===== src/rtl/rpa_pkg.sv =====
package rpa_pkg;

   // one-hot style strobes decoded from the phase counter
   typedef struct packed {
      logic smp;   // capture synchronized request
      logic drv;   // update reset-out
      logic rel;   // update hard reset
   } rpa_strobe_t;

   function automatic int unsigned rpa_mod(input int unsigned w);
      return 32'd1 << w;
   endfunction

endpackage


===== src/rtl/rpa_phase_ctr.sv =====
module rpa_phase_ctr
   import rpa_pkg::*;
#(
   parameter int unsigned PHASE_W    = 3,
   parameter int unsigned SAMPLE_PH  = 6,
   parameter int unsigned DRIVE_PH   = 0,
   parameter int unsigned RELEASE_PH = 1
) (
   input  logic               clk,
   input  logic               pwr_ok,
   output logic [PHASE_W-1:0] phase,
   output rpa_strobe_t        strb
);
   localparam logic [PHASE_W-1:0] PH_LAST = '1;
   localparam logic [PHASE_W-1:0] PH_SMP  = PHASE_W'(SAMPLE_PH);
   localparam logic [PHASE_W-1:0] PH_DRV  = PHASE_W'(DRIVE_PH);
   localparam logic [PHASE_W-1:0] PH_REL  = PHASE_W'(RELEASE_PH);

   logic [PHASE_W-1:0] cnt_q;

   always_ff @(posedge clk or negedge pwr_ok) begin
      if (!pwr_ok) cnt_q <= '0;
      else         cnt_q <= cnt_q + 1'b1;
   end

   assign phase    = cnt_q;
   assign strb.smp = (cnt_q == PH_SMP);
   assign strb.drv = (cnt_q == PH_DRV);
   assign strb.rel = (cnt_q == PH_REL);

   AST_PHASE_WRAP: assert property (@(posedge clk) disable iff (!pwr_ok)
      (cnt_q == PH_LAST) |=> (cnt_q == '0));
   AST_PHASE_STEP: assert property (@(posedge clk) disable iff (!pwr_ok)
      (cnt_q != PH_LAST) |=> (cnt_q == $past(cnt_q) + 1'b1));
   AST_ONE_STROBE: assert property (@(posedge clk) disable iff (!pwr_ok)
      $onehot0({strb.smp, strb.drv, strb.rel}));
endmodule


===== src/rtl/rpa_sync.sv =====
module rpa_sync #(
   parameter int unsigned STAGES  = 2,
   parameter logic        RST_VAL = 1'b1
) (
   input  logic clk,
   input  logic pwr_ok,
   input  logic d,
   output logic q
);
   logic [STAGES-1:0] chain_q;

   generate
      if (STAGES == 1) begin : g_single
         always_ff @(posedge clk or negedge pwr_ok) begin
            if (!pwr_ok) chain_q <= RST_VAL;
            else         chain_q <= d;
         end
      end else begin : g_chain
         always_ff @(posedge clk or negedge pwr_ok) begin
            if (!pwr_ok) chain_q <= {STAGES{RST_VAL}};
            else         chain_q <= {chain_q[STAGES-2:0], d};
         end
      end
   endgenerate

   assign q = chain_q[STAGES-1];
endmodule


===== src/rtl/rpa_capture.sv =====
module rpa_capture #(
   parameter bit HOLD_PULSES = 1'b1
) (
   input  logic clk,
   input  logic pwr_ok,
   input  logic sync_q,
   input  logic smp_stb,
   output logic smp_q
);
   generate
      if (HOLD_PULSES) begin : g_hold
         logic pend_q;
         always_ff @(posedge clk or negedge pwr_ok) begin
            if (!pwr_ok) begin
               pend_q <= 1'b0;
               smp_q  <= 1'b1;
            end else if (smp_stb) begin
               pend_q <= 1'b0;
               smp_q  <= sync_q | pend_q;
            end else begin
               pend_q <= pend_q | sync_q;
            end
         end

         AST_PEND_KEEP: assert property (@(posedge clk) disable iff (!pwr_ok)
            (sync_q && !smp_stb) |=> pend_q);
         AST_PEND_DRAIN: assert property (@(posedge clk) disable iff (!pwr_ok)
            (pend_q && smp_stb) |=> smp_q);
      end else begin : g_plain
         always_ff @(posedge clk or negedge pwr_ok) begin
            if (!pwr_ok)      smp_q <= 1'b1;
            else if (smp_stb) smp_q <= sync_q;
         end
      end
   endgenerate

   AST_SMP_HOLD: assert property (@(posedge clk) disable iff (!pwr_ok)
      !smp_stb |=> $stable(smp_q));
endmodule


===== src/rtl/rpa_sequencer.sv =====
module rpa_sequencer (
   input  logic clk,
   input  logic pwr_ok,
   input  logic smp_q,
   input  logic drv_stb,
   input  logic rel_stb,
   output logic rst_out,
   output logic hard_rst,
   output logic sticky_clr,
   output logic sticky_mask
);
   logic out_q, hard_q, clr_q, first_done_q;

   always_ff @(posedge clk or negedge pwr_ok) begin
      if (!pwr_ok) begin
         out_q        <= 1'b1;
         hard_q       <= 1'b1;
         clr_q        <= 1'b0;
         first_done_q <= 1'b0;
      end else begin
         clr_q <= 1'b0;
         if (drv_stb) out_q <= smp_q;
         if (rel_stb) begin
            hard_q <= out_q;
            if (hard_q && !out_q && !first_done_q) begin
               clr_q        <= 1'b1;
               first_done_q <= 1'b1;
            end
         end
      end
   end

   assign rst_out     = out_q;
   assign hard_rst    = hard_q;
   assign sticky_clr  = clr_q;
   assign sticky_mask = out_q | hard_q;

   AST_OUT_HOLD: assert property (@(posedge clk) disable iff (!pwr_ok)
      !drv_stb |=> $stable(out_q));
   AST_HARD_HOLD: assert property (@(posedge clk) disable iff (!pwr_ok)
      !rel_stb |=> $stable(hard_q));
   AST_CLR_SINGLE: assert property (@(posedge clk) disable iff (!pwr_ok)
      clr_q |=> !clr_q);
   AST_CLR_ON_FALL: assert property (@(posedge clk) disable iff (!pwr_ok)
      clr_q |-> ($fell(hard_q) && !out_q));
endmodule


===== src/rtl/rst_phase_aligner.sv =====
module rst_phase_aligner
   import rpa_pkg::*;
#(
   parameter int unsigned PHASE_W     = 3,
   parameter int unsigned SYNC_STAGES = 2,
   parameter int unsigned SAMPLE_PH   = 6,
   parameter int unsigned DRIVE_PH    = 0,
   parameter int unsigned RELEASE_PH  = 1,
   parameter bit          HOLD_PULSES = 1'b1
) (
   input  logic               clk,
   input  logic               pwr_ok,
   input  logic               rst_req_in,
   output logic [PHASE_W-1:0] phase,
   output logic               rst_out,
   output logic               hard_rst,
   output logic               sticky_clr,
   output logic               sticky_mask
);
   localparam int unsigned PH_MOD = rpa_mod(PHASE_W);

   generate
      if (PHASE_W < 2 || PHASE_W > 8) begin : g_bad_w
         $error("PHASE_W out of range");
      end
      if (SYNC_STAGES < 2) begin : g_bad_sync
         $error("SYNC_STAGES must be at least 2");
      end
      if (SAMPLE_PH >= PH_MOD || DRIVE_PH >= PH_MOD || RELEASE_PH >= PH_MOD) begin : g_bad_ph
         $error("phase point beyond counter modulus");
      end
      if (SAMPLE_PH == DRIVE_PH || SAMPLE_PH == RELEASE_PH || DRIVE_PH == RELEASE_PH) begin : g_dup_ph
         $error("phase points must differ");
      end
   endgenerate

   rpa_strobe_t strb;
   logic        sync_q;
   logic        smp_q;

   rpa_phase_ctr #(
      .PHASE_W(PHASE_W), .SAMPLE_PH(SAMPLE_PH),
      .DRIVE_PH(DRIVE_PH), .RELEASE_PH(RELEASE_PH)
   ) u_ctr (
      .clk(clk), .pwr_ok(pwr_ok), .phase(phase), .strb(strb)
   );

   rpa_sync #(.STAGES(SYNC_STAGES), .RST_VAL(1'b1)) u_sync (
      .clk(clk), .pwr_ok(pwr_ok), .d(rst_req_in), .q(sync_q)
   );

   rpa_capture #(.HOLD_PULSES(HOLD_PULSES)) u_cap (
      .clk(clk), .pwr_ok(pwr_ok), .sync_q(sync_q),
      .smp_stb(strb.smp), .smp_q(smp_q)
   );

   rpa_sequencer u_seq (
      .clk(clk), .pwr_ok(pwr_ok), .smp_q(smp_q),
      .drv_stb(strb.drv), .rel_stb(strb.rel),
      .rst_out(rst_out), .hard_rst(hard_rst),
      .sticky_clr(sticky_clr), .sticky_mask(sticky_mask)
   );

   AST_RST_SEQ: assert property (@(posedge clk) disable iff (!pwr_ok)
      $fell(hard_rst) |-> !rst_out);
endmodule


===== config.mk =====
export PLATFORM = sky130hd
export DESIGN_NAME = rst_phase_aligner
export DESIGN_NICKNAME = d
export VERILOG_FILES = /design/src/rtl/rpa_pkg.sv /design/src/rtl/rpa_phase_ctr.sv /design/src/rtl/rpa_sync.sv /design/src/rtl/rpa_capture.sv /design/src/rtl/rpa_sequencer.sv /design/src/rtl/rst_phase_aligner.sv
export SDC_FILE = /design/constraint.sdc
export NUM_CORES = 1
export LEC_CHECK = 0
export CELL_PAD_IN_SITES_DETAIL_PLACEMENT = 1
export CELL_PAD_IN_SITES_GLOBAL_PLACEMENT = 1
export CORE_AREA = 2 2 39 41
export CTS_CLUSTER_SIZE = 8
export DETAILED_ROUTE_END_ITERATION = 10
export DIE_AREA = 0 0 41 43
export DONT_BUFFER_PORTS = 1
export PLACE_DENSITY = 0.6
export SYNTH_ARGS = -nofsm -noshare
export SYNTH_HDL_FRONTEND = slang
export SYNTH_SLANG_ARGS = --single-unit
export TNS_END_PERCENT = 1

===== constraint.sdc =====
create_clock -name clk -period 1.1 [get_ports clk]
set_input_delay 0.055 -clock clk [delete_from_list [all_inputs] [get_ports clk]]
set_output_delay 0.055 -clock clk [all_outputs]
set_load 0.01 [all_outputs]

==> results_dict.tcl <==
set metrics [dict create \
    die_y_um 43 \
    seq_area_frac_synth_pct 65.4 \
    seqPwrFrac_pct 59.8 \
    port_buffers 0 \
    gr-usage-all-layers_pct 12.2 \
    fin_ws_ns -0.0470 \
    synth_common_cells "6 x dfrtp_1, 5 x dfstp_2, 4 x ha_1" \
    netSwitchingFraction_pct 19.5 \
    vias_per_cell 4.58 \
    diodes 0 \
    fin_skew_ns 0.00257 \
    wl_um 823 \
    synthesis.nets 37 \
    yosysTopAreaCell "dfrtp_1" \
    core_area_um2 1380 \
    fin_crit_ns 1.15 \
    cts_tree "built" \
    grt_pass1_vias 303 \
    fmax_mhz 872 \
    placed_cells_incl_taps 52 \
    hold_path_class "input port to async pin" \
    syn_avg_cell_area_um2 14.3 \
    antenna_found_initial 0 \
    crit_slowest_cell "dfrtp_1" \
    grt_max_degree 12 \
    fin_hold_ws_ns 0.179 \
    clock_latency_ns 0.26 \
    leakagePower_nw 0.289 \
    fin_crit_sh_pct 104 \
    cellPowerDensity_nw_per_um2 1100 \
    final_layout_size_suffix_gt1_share_pct 62.8 \
    yosys.cell_types.count 14 \
    synthesis.area_um2 430 \
    internal_power_mw 0.561 \
    clockPowerShare_pct 38.0 \
    required_ns 1.29 \
    final_util_pct 45.8 \
    instances_no_fill 59 \
    ys.flop_type "dfrtp_1" \
    cts.clk_slew.worst_paths_ns 0.07 \
    pre_cts_ws_ns -0.0932 \
    clockBufferDepth 2 \
    netlist.area_leader.share_pct 34.9 \
    worstRegToRegCells 4 \
    cts_sinks 11 \
    cts_htree_levels 1 \
    p_total_mw 0.697 \
    rsz0062_at_grt "true" \
    crit_path_max_fanout 2 \
    max-vdd-ir-drop_v 0.000632 \
    placed_area_um2 495 \
    overflow 0 \
    max_cap_violations 0 \
    hold_violations 0 \
    stdcell_area_um2 633 \
    drtIter0Drc 3 \
    status "complete, but fails checks" \
    worst_pin_slew_ns 0.471 \
    cts_root_buf "clkbuf_4" \
    cts-buffers-inserted 3 \
    vias 270 \
    wl_per_cell_um 13.9 \
    synthCells 30 \
    yosysMostFrequentCell "dfrtp_1" \
    share_comb_of_total_power_pct 2.2 \
    ios 10 \
    ant_nets 0 \
    ys_seq_elements 11 \
    p_switching_mw 0.136 \
    fill_cells 148 \
    worstSetupEndpointType "flip-flop" \
    tns_ns -0.0864 \
    rows 14 \
    drc 0 \
    crit_chain "inv_2 -> ha_4 -> nor2b_4 -> mux2_4" \
    max-slew-margin-rel_pct 68.5 \
    first_pass_iters 2 \
    rr_endpoint "u_seq.hard_rst" \
    initial_core_util_pct 31.1 \
    crit_path_start_kind "flip-flop" \
    grt_pass1_wl_mm 1.30 \
    crit_arrival_ns 1.34 \
    reg2reg_from "u_ctr.phase[1]" \
    rrSetupSlack_ns -0.05 \
    area_growth_pct 47.1 \
    violations "setup timing" \
    slew_viol_final 0 \
    postSynth.asyncResetShare_pct 100 \
    fin_nets 51 \
    finalSetupViolations 2 \
    die_area_um2 1760 \
    max_stage_delay_ns 0.39 \
    gp_congestion 0.697 \
    yosysWarnings 0 \
    critPathKind "flip-flop to flip-flop" \
    synthTopCellsByArea "dfrtp_1 35%, dfstp_2 31%, ha_1 12%" \
    fp.dieW_um 41 \
    synth_edf_count 0 \
]
==> power by group through the flow <==
| stage | combinational [mW] | sequential [mW] | clock [mW] |
|---|---|---|---|
| 2_1_floorplan | 0.00224 | 0.423 | 0 |
| 3_3_place_gp | 0.00247 | 0.423 | 0 |
| 3_5_place_dp | 0.00268 | 0.424 | 0 |
| 4_1_cts | 0.0158 | 0.417 | 0.278 |
| 5_1_grt | 0.0172 | 0.417 | 0.308 |
| 6_report | 0.0151 | 0.417 | 0.265 |
==> final cells by class <==
class,instances,area [um2],area share [%]
Inverter,2,7.51,1.19
Multi-Input combinational cell,17,216,34.2
Clock buffer,4,26.3,4.15
Sequential cell,11,283,44.7
Tap cell,16,20.0,3.16
Timing Repair Buffer,9,80.1,12.6
==> critical path: cells and delay by family, from the launching register on <==
| family | cells | cell delay, ns |
|---|---|---|
| flops | 1 | 0.39 |
| mux | 1 | 0.30 |
| fa+ha+maj | 1 | 0.15 |
| simple gates | 1 | 0.13 |
| buf+inv | 1 | 0.11 |
==> sequential cells by signal (all words and copies together), names as in the netlist <==
register             cells
u_ctr.phase              3
u_seq.sticky_clr         1
u_seq.hard_rst           1
u_cap.g_hold.pend_q      1
u_cap.smp_q              1
u_seq.first_done_q       1
u_seq.rst_out            1
u_sync.chain_q           2
==> how the worst max path moves through the flow <==
| stage | startpoint | endpoint | slack (ns) | cells after the start |
|---|---|---|---|---|
| 3_3_place_gp | u_ctr.phase[0] | u_seq.rst_out | -0.04 | 4 |
| 2_1_floorplan | u_ctr.phase[1] | u_seq.hard_rst | -0.08 | 4 |
| 5_1_grt | u_ctr.phase[1] | u_seq.hard_rst | -0.07 | 4 |
| 4_1_cts | u_ctr.phase[0] | u_seq.rst_out | -0.04 | 4 |
| 3_5_place_dp | u_ctr.phase[1] | u_seq.hard_rst | -0.09 | 4 |
| 6_report | u_ctr.phase[1] | u_seq.hard_rst | -0.05 | 4 |
==> logic make-up (layout without fill, tap and decap cells) <==
family	count (synthesis)	count (layout)	synth area share (%)
AND/OR/NAND/NOR	7	7	10.2
flip-flops	11	11	65.4
adder cells (fa/ha/maj)	4	4	11.6
XOR/XNOR	1	1	2.04
AO/OA/AOI/OAI	3	3	3.78
multiplexers	2	2	5.23
buffers and inverters	2	15	1.74
==> per-layer routing <==
metal	GRT usage [%]	vias up	part of all wire [%]
met4	10.0	0	2.1
met3	7.33	2	7.0
met1	10.7	137	37
li1	-	122	-
met2	18.4	9	54
met5	0	-	0
==> layout by cell type (no fill, tap or decap) <==
cell type	netlist	routed
buf_4	0	5
dfrtp_1	6	5
dfstp_2	5	5
ha_4	0	4
clkbuf_4	0	3
nor2_1	2	2
a21oi_1	2	2
nor2b_4	0	2
mux2_4	0	2
inv_2	0	2
dlygate4sd3_1	0	2
buf_6	0	2
xor2_1	1	1
nand4bb_1	1	1
or2_4	0	1
a31oi_1	1	1
nand2b_1	1	1
clkbuf_1	0	1
dfrtp_2	0	1
==> repair_timing <==
item,in CTS,in global routing
endpoints found under the hold margin,12,0
hold buffers,2,0
setup endpoints to repair,3,7
gates resized for setup,13,5
setup buffers,1,1
pin swaps,1,2
Note: power is estimated with default switching activity, not from simulation.
